==> src/rtl/wp_guard_pkg.sv <==
package wp_guard_pkg;

    typedef enum logic [1:0] {
        WP_OP_SINGLE = 2'd0,
        WP_OP_PAGE   = 2'd1,
        WP_OP_ALL    = 2'd2,
        WP_OP_RSVD   = 2'd3
    } wp_op_e;

    typedef struct packed {
        logic grant;
        logic deny;
    } wp_verdict_t;

    // Number of words an operation touches; 0 flags a malformed count.
    function automatic int unsigned wp_span(input wp_op_e op,
                                            input int unsigned cnt,
                                            input int unsigned page_max);
        int unsigned n;
        n = 0;
        case (op)
            WP_OP_SINGLE: n = 1;
            WP_OP_PAGE:   n = (cnt >= 1 && cnt <= page_max) ? cnt : 0;
            default:      n = 0;
        endcase
        return n;
    endfunction

endpackage

==> src/rtl/wp_bound_reg.sv <==
module wp_bound_reg #(
    parameter int ADDR_W = 6
) (
    input  logic              clk,
    input  logic              rst,
    input  logic              prot_en,
    input  logic              wr_en,
    input  logic              load,
    input  logic [ADDR_W:0]   load_val,
    input  logic              lock_req,
    output logic [ADDR_W:0]   bound,
    output logic              locked
);
    localparam int BND_W = ADDR_W + 1;
    localparam logic [BND_W-1:0] OPEN_BOUND = BND_W'(1) << ADDR_W;

    logic enables_ok;
    logic load_ok;
    logic lock_ok;

    assign enables_ok = wr_en && prot_en;
    assign load_ok    = load && enables_ok && !locked;
    assign lock_ok    = lock_req && enables_ok;

    always_ff @(posedge clk) begin
        if (rst) begin
            bound  <= OPEN_BOUND;
            locked <= 1'b0;
        end else begin
            if (load_ok) begin
                bound <= load_val;
            end
            if (lock_ok) begin
                locked <= 1'b1;
            end
        end
    end
endmodule

==> src/rtl/wp_range_check.sv <==
module wp_range_check #(
    parameter int ADDR_W   = 6,
    parameter int PAGE_MAX = 4
) (
    input  logic [ADDR_W-1:0]           start_addr,
    input  logic [$clog2(PAGE_MAX+1)-1:0] span,
    input  logic [ADDR_W:0]             bound,
    output logic                        any_hit,
    output logic                        region_nonempty
);
    localparam int BND_W = ADDR_W + 1;
    localparam logic [BND_W-1:0] DEPTH_V = BND_W'(1) << ADDR_W;

    logic [PAGE_MAX-1:0] hit;

    for (genvar k = 0; k < PAGE_MAX; k++) begin : g_word
        logic [ADDR_W-1:0] word_addr;
        logic              in_span;
        assign word_addr = start_addr + ADDR_W'(k);
        assign in_span   = (32'(span) > k);
        assign hit[k]    = in_span && ({1'b0, word_addr} >= bound);
    end

    assign any_hit         = |hit;
    assign region_nonempty = (bound < DEPTH_V);
endmodule

==> src/rtl/wp_verdict.sv <==
module wp_verdict
    import wp_guard_pkg::*;
#(
    parameter int ADDR_W   = 6,
    parameter int PAGE_MAX = 4
) (
    input  logic                          clk,
    input  logic                          rst,
    input  logic                          req_valid,
    input  wp_op_e                        op,
    input  logic [$clog2(PAGE_MAX+1)-1:0] span,
    input  logic                          wr_en,
    input  logic                          prot_en,
    input  logic                          any_hit,
    input  logic                          region_nonempty,
    output wp_verdict_t                   verdict
);
    logic permit;

    always_comb begin
        permit = 1'b0;
        if (wr_en) begin
            case (op)
                WP_OP_SINGLE,
                WP_OP_PAGE: permit = (span != '0) && !(prot_en && any_hit);
                WP_OP_ALL:  permit = !(prot_en && region_nonempty);
                default:    permit = 1'b0;
            endcase
        end
    end

    always_ff @(posedge clk) begin
        if (rst) begin
            verdict <= '0;
        end else begin
            verdict.grant <= req_valid && permit;
            verdict.deny  <= req_valid && !permit;
        end
    end
endmodule

==> src/rtl/wp_guard.sv <==
module wp_guard
    import wp_guard_pkg::*;
#(
    parameter int ADDR_W   = 6,
    parameter int PAGE_MAX = 4
) (
    input  logic                          clk,
    input  logic                          rst,
    input  logic                          prot_en_i,
    input  logic                          wr_en_i,
    input  logic                          req_valid_i,
    input  logic [1:0]                    req_op_i,
    input  logic [ADDR_W-1:0]             req_addr_i,
    input  logic [$clog2(PAGE_MAX+1)-1:0] req_cnt_i,
    input  logic                          bnd_load_i,
    input  logic [ADDR_W:0]               bnd_value_i,
    input  logic                          otp_set_i,
    output logic                          grant_o,
    output logic                          deny_o,
    output logic [ADDR_W:0]               bnd_value_o,
    output logic                          otp_locked_o
);
    localparam int CNT_W = $clog2(PAGE_MAX + 1);

    wp_op_e            op;
    logic [CNT_W-1:0]  span;
    logic              any_hit;
    logic              region_nonempty;
    wp_verdict_t       verdict;

    assign op   = wp_op_e'(req_op_i);
    assign span = CNT_W'(wp_span(op, 32'(req_cnt_i), PAGE_MAX));

    wp_bound_reg #(.ADDR_W(ADDR_W)) bound_i (
        .clk      (clk),
        .rst      (rst),
        .prot_en  (prot_en_i),
        .wr_en    (wr_en_i),
        .load     (bnd_load_i),
        .load_val (bnd_value_i),
        .lock_req (otp_set_i),
        .bound    (bnd_value_o),
        .locked   (otp_locked_o)
    );

    wp_range_check #(.ADDR_W(ADDR_W), .PAGE_MAX(PAGE_MAX)) range_i (
        .start_addr      (req_addr_i),
        .span            (span),
        .bound           (bnd_value_o),
        .any_hit         (any_hit),
        .region_nonempty (region_nonempty)
    );

    wp_verdict #(.ADDR_W(ADDR_W), .PAGE_MAX(PAGE_MAX)) verdict_i (
        .clk             (clk),
        .rst             (rst),
        .req_valid       (req_valid_i),
        .op              (op),
        .span            (span),
        .wr_en           (wr_en_i),
        .prot_en         (prot_en_i),
        .any_hit         (any_hit),
        .region_nonempty (region_nonempty),
        .verdict         (verdict)
    );

    assign grant_o = verdict.grant;
    assign deny_o  = verdict.deny;
endmodule

==> config.mk <==
export PLATFORM = sky130hd
export DESIGN_NAME = wp_guard
export DESIGN_NICKNAME = d
export VERILOG_FILES = /design/src/rtl/wp_guard_pkg.sv /design/src/rtl/wp_bound_reg.sv /design/src/rtl/wp_range_check.sv /design/src/rtl/wp_verdict.sv /design/src/rtl/wp_guard.sv
export SDC_FILE = /design/constraint.sdc
export NUM_CORES = 1
export LEC_CHECK = 0
export BUFFER_PORTS_ARGS = -buffer_cell sky130_fd_sc_hd__buf_2
export CAP_MARGIN = 10
export CORE_ASPECT_RATIO = 0.9
export CORE_MARGIN = 2
export CORE_UTILIZATION = 56
export DETAILED_ROUTE_END_ITERATION = 7
export PLACE_DENSITY = 0.89
export RECOVER_POWER = 25
export SETUP_SLACK_MARGIN = 0.02
export SLEW_MARGIN = 5
export SYNTH_ARGS = -nofsm -noshare
export SYNTH_HDL_FRONTEND = slang
export SYNTH_SLANG_ARGS = --single-unit
==> constraint.sdc <==
create_clock -name clk -period 4.9 [get_ports clk]
set_clock_uncertainty 0.2 [all_clocks]
set_input_delay 0 -clock clk [delete_from_list [all_inputs] [get_ports clk]]
set_output_delay 0 -clock clk [all_outputs]
set_load 0.03 [all_outputs]
Word-level counts from Yosys, hierarchy flattened
Index checks and enable logic that the tools add are counted.
{ "totals": {"ff_bits": 10} }
{ "op_classes": {"magnitude_cmp": 11, "addsub": 3, "mux": 4, "n_reduce_logical": 22, "eq_ne": 2} }
{ "ops": {"columns": ["operator", "count"], "rows": [
  ["$ge A6 B7 Y1", 4],
  ["$logic_and A1 B1 Y1", 14],
  ["$add A6 B2 Y6 const B", 2],
  ["$lt A7 B7 Y1 const B", 1],
  ["$add A6 B1 Y6 const B", 1],
  ["$gt A3 B1 Y1 const B", 2],
  ["$gt A3 B2 Y1 const B", 2],
  ["$pmux W3 S2", 1],
  ["$logic_not A1 Y1", 4],
  ["$reduce_or A4 Y1", 1],
  ["$ge A3 B1 Y1 const B", 1],
  ["$le A3 B3 Y1 const B", 1],
  ["$mux W3", 1],
  ["$reduce_bool A3 Y1", 1],
  ["$eq A2 B1 Y1 const B", 1],
  ["$eq A2 B2 Y1 const B", 1],
  ["$logic_not A2 Y1", 1],
  ["$pmux W1 S2", 1],
  ["$reduce_or A2 Y1", 1],
  ["$mux W1", 1]
]} }

Depth between registers and ports, before layout
{ "depth": {"depth_word": 14, "ltp_mapped": 10, "mapped_depth_nobuf": 10} }

Hierarchy
A second synthesis with hierarchy kept.
{ "unflattened": {"cells_unflattened": 144, "hier_area_um2": 1211.2} }
{ "by_module_without_submodules": {"columns": ["mod", "area_each_um2", "n_inst", "cells_each"], "rows": [
  ["wp_range_check", 734.5, 1, 95],
  ["wp_bound_reg", 347.8, 1, 34],
  ["wp_verdict", 91.3, 1, 10],
  ["wp_guard", 37.5, 1, 5]
]} }

Least setup slack after synthesis
OpenSTA, ideal clock, no wires.
{ "synth_timing": {"kind": "reg-to-reg", "startpoint": "register bound_i.bound[0]", "endpoint": "register verdict_i.verdict[1] (netlist name)", "setup_slack_ps": 2839, "period_less_slack_ps": 2061, "setup_ps": 84, "stages_incl_launch_ff": 7, "t_arrival_ps": 1777, "path_cell_list": "dfxtp_1 > ha_1 > nand2b_4 > a2111oi_4 > o32a_2 > o22ai_1 > o31ai_2"} }
{ "synth_via": {"elab_chain_cells": 9} }
{ "synth_lines": {"columns": ["item", "line_no", "rtl"], "rows": [
  ["from (decl)", "wp_bound_reg.sv:11", "output logic [ADDR_W:0] bound,"],
  ["from (signal assigned)", "wp_bound_reg.sv:31", "bound <= load_val;"],
  ["$ge A6 B7 Y1", "wp_range_check.sv:21", "assign hit[k] = in_span && ({1'b0, word_addr} >= bound);"],
  ["$logic_and A1 B1 Y1", "wp_range_check.sv:21", null],
  ["$reduce_or A4 Y1", "wp_range_check.sv:24", "assign any_hit = |hit;"],
  ["$logic_and A1 B1 Y1", "wp_verdict.sv:25", "WP_OP_PAGE: permit = (span != '0) && !(prot_en && any_hit);"],
  ["$logic_not A1 Y1", "wp_verdict.sv:25", null],
  ["$logic_and A1 B1 Y1", "wp_verdict.sv:25", null],
  ["$pmux W1 S2 (*)", "wp_verdict.sv:23", "case (op)"],
  ["$mux W1 (*)", "wp_verdict.sv:22", "if (wr_en) begin"],
  ["$logic_and A1 B1 Y1 (*)", "wp_verdict.sv:36", "verdict.grant <= req_valid && permit;"]
]} }
Every way passes the cells marked *; elsewhere a longest branch is shown, timed or not.
A chain may end at the register's enable or synchronous reset.

Worst setup path after layout
{ "layout_timing": {"startpoint": "input req_cnt_i[1]", "endpoint": "register verdict_i.verdict[1] (netlist name)"} }
{ "layout_via": {"elab_chain_cells": 13} }
{ "layout_lines": {"columns": ["item", "line_no", "rtl"], "rows": [
  ["from (decl)", "wp_guard.sv:14", "input logic [$clog2(PAGE_MAX+1)-1:0] req_cnt_i,"],
  ["$ge A3 B1 Y1 or $le A3 B3 Y1 (tied branches)", "wp_guard_pkg.sv:23", "WP_OP_PAGE: n = (cnt >= 1 && cnt <= page_max) ? cnt : 0;"],
  ["$logic_and A1 B1 Y1", "wp_guard_pkg.sv:23", null],
  ["$mux W3 (*)", "wp_guard_pkg.sv:23", null],
  ["$pmux W3 S2 (*)", "wp_guard_pkg.sv:21", "case (op)"],
  ["$gt A3 B1 Y1 or $gt A3 B2 Y1 (tied branches)", "wp_range_check.sv:20", "assign in_span = (32'(span) > k);"],
  ["$logic_and A1 B1 Y1", "wp_range_check.sv:21", null],
  ["$reduce_or A4 Y1", "wp_range_check.sv:24", null],
  ["$logic_and A1 B1 Y1", "wp_verdict.sv:25", null],
  ["$logic_not A1 Y1", "wp_verdict.sv:25", null],
  ["$logic_and A1 B1 Y1 (*)", "wp_verdict.sv:25", null],
  ["$pmux W1 S2 (*)", "wp_verdict.sv:23", null],
  ["$mux W1 (*)", "wp_verdict.sv:22", null],
  ["$logic_and A1 B1 Y1 (*)", "wp_verdict.sv:36", null]
]} }
Marked as above.

==> metrics.cfg <==
[floorplan]
io_pins=35
num_rows=15
start_util=0.611
dieArea_um2=2560
die-height_um=48.2
chipWidth_um=53.1
core_um2=1990

[critical_path]
critical_path_buf_inv_count=4
cp_slowest_cell=dlygate4sd3_1
crit_path_frequent_cell=dlygate4sd3_1
cp_slowest_stage_delay_ps=600
rr_startpoint=bound_i.bound[1]
r2r-end=verdict_i.verdict[1]
worst-path-max-fanout=4
crit_chain=buf_2, or3_1, a21boi_1, o21ai_0, dlygate4sd3_1, nand2_1, dlygate4sd3_1, o31ai_2, dlygate4sd3_1
crit_required_ps=4850
crit_family=buffers and inverters
critPathKind=input port to register
end_kind=register
r2r_setup_slack_ps=2040
cp-start-kind=input port
critPathArrivalTime_ps=2890
r2r_cells=7

[synth]
ys.warnings.count=0
synth_flop_cell=dfxtp_1
synth_seq_area_share=0.165
synth_edf_count=0
yosysUniqueCellTypes=39
syn-num-nets=193
async_flop_share=0
yosys_register_bits=10
avgSynthCellArea_um2=8.56
netlist_area_um2=1220
netlist_instances=142

[clock_tree]
htree_levels=1
cts_tree=built
hold_buffers=23
numCtsBuffers=3
clkSinkCount=10
clock_path_buffers=2
cts.clk_slew.worst_paths_ps=70
ctsResizeCount=0
clock-root-buffer=clkbuf_4
clkLatencyLatePin_ps=270
postCtsSetupBuffers=0

[finish]
final_area_um2=1650
diodes=0
fin_nets=251
drive_above_1_share=0.182
synthToLayoutAreaGrowth_pct=35.4

[placement]
gp_congestion=0.904
dp_slack_ps=2800
dpl.hpwl_um=2280
place_area_um2=1400
port_buffers=34

[routing]
first_pass_iters=4
wirelength_um=4230
drt-initial-drc-count=75
avgRoutedWirePerCell_um=19.0
vias=1425
antenna_left=0
routed_via_density=6.39
drc_errors=0

[power]
power_leakage_nw=0.782
power_density_nw_per_um2=165
power_uw=272
peakVddDrop_mv=0.169

[global_routing]
grt_pass1_wl_um=6930
grt_antenna_before_repair=0
grt_pass1_vias=1458
grt.total_usage=0.395
grt_max_degree=11
globalRoute.totalOverflow=0

[min_path]
holdPathStages=5
hold_class=input port to register
min-delay-start=bnd_value_i[6]
holdPathEnd=bound_i.bound[6]

[sta]
fin_ws_ps=1970
period_needed_ps=2930
relSlewSlack=0.561
rsz0062_at_grt=no
worst_pin_slew_ps=642
hold_violations=0
fmax_mhz=341
setup_viol=0
post-route-period-util=0.599
holdWs_ps=505
finalSetupTns_ps=0
slew_viol_final=0

[run_status]
status=finished clean

[flow_run]
drv_cap=0

## through the flow
| step | cells | utilization |
|---|---|---|
| floorplan | 142 | - |
| global placement | 197 | 0.704 |
| detailed placement | 197 | 0.704 |
| CTS | 223 | 0.831 |
| global route | 223 | 0.828 |
| finish | 223 | 0.828 |
## synth_stat cells (4+ instances only)
cell type,number,area share
a21o_1,4,0.025
a21oi_1,6,0.025
dfxtp_1,10,0.16
ha_1,26,0.27
inv_1,11,0.034
mux2i_1,6,0.049
nand2_1,7,0.022
nand3_1,6,0.025
nand3b_1,5,0.031
nor2_1,13,0.040
xnor2_1,7,0.050
xor2_1,4,0.029
## layout by cell type (no fill, tap or decap), drive strengths merged, types with 2 or more instances in the layout
cell         synthesis  layout
nand2b               2       2
nor2b                2       2
ha                  26      26
dlygate4sd3          0      23
xnor2                7       7
clkbuf               2       8
nand3                6       6
o32a                 3       3
nor3                 2       2
nand3b               5       5
buf                  2      29
nor3b                2       2
nand4b               2       2
a2111oi              2       2
dfxtp               10      10
a31oi                2       2
inv                 11      11
a21oi                6       6
nor2                13      13
o21a                 2       2
mux2i                6       6
xor2                 4       4
nand2                7       7
a21o                 4       4
o21ai                3       3
## per-layer routing
layer  vias to the layer above  part of all wire  global-route usage
li1                        628                 -                   -
met1                       640              0.36               0.419
met2                       112              0.47               0.700
met3                        45             0.081              0.0736
met4                         0             0.093               0.338
met5                         -                 0                   0
## state kept, by name (all words and copies together), names as in the netlist
name               flops
verdict_i.verdict      2
bound_i.locked         1
bound_i.bound          7
## worst register-to-register path: cells and delay by family (launching register included)
family | cells | cell delay, ps
DFF | 1 | 380
adders and majority gates | 1 | 310
AOI/OAI and AO/OA | 4 | 1200
buffers and inverters | 2 | 710
## worst max-delay path by stage
stage	from	endpoint	slack, ps	cells past startpoint
5_1_grt	req_cnt_i[1]	verdict_i.verdict[1]	1930	9
6_report	req_cnt_i[1]	verdict_i.verdict[1]	1970	9
3_3_place_gp	req_addr_i[2]	verdict_i.verdict[1]	2880	9
4_1_cts	req_cnt_i[1]	verdict_i.verdict[1]	2210	9
2_1_floorplan	bound_i.bound[0]	verdict_i.verdict[1]	2840	6
3_5_place_dp	req_addr_i[2]	verdict_i.verdict[1]	2800	9
## cells by family after synthesis
family                     count (synthesis)  share of synthesized area
muxes                                      6                     0.0494
AOI/OAI and AO/OA                         30                      0.197
xor gates and xnor gates                  11                     0.0792
adders and majority gates                 26                      0.267
buffers and inverters                     15                     0.0484
and+or+nand+nor                           44                      0.194
DFF                                       10                      0.165
## where the power goes
part | total [mW] | switching (mW) | internal (mW)
logic | 0.126 | 0.0683 | 0.0581
clock network | 0.0576 | 0.0292 | 0.0284
registers | 0.0884 | 0.00353 | 0.0848
total | 0.272 | 0.101 | 0.171
## final cells by class
cell class	count	area (um^2)
flip-flops and latches	10	200
multi-input cells	117	957
clock buffers	3	22.5
repair buffers	57	394
well taps	25	31.3
fillers	99	343
inverters	11	41.3
(Power assumes the default switching activity.)
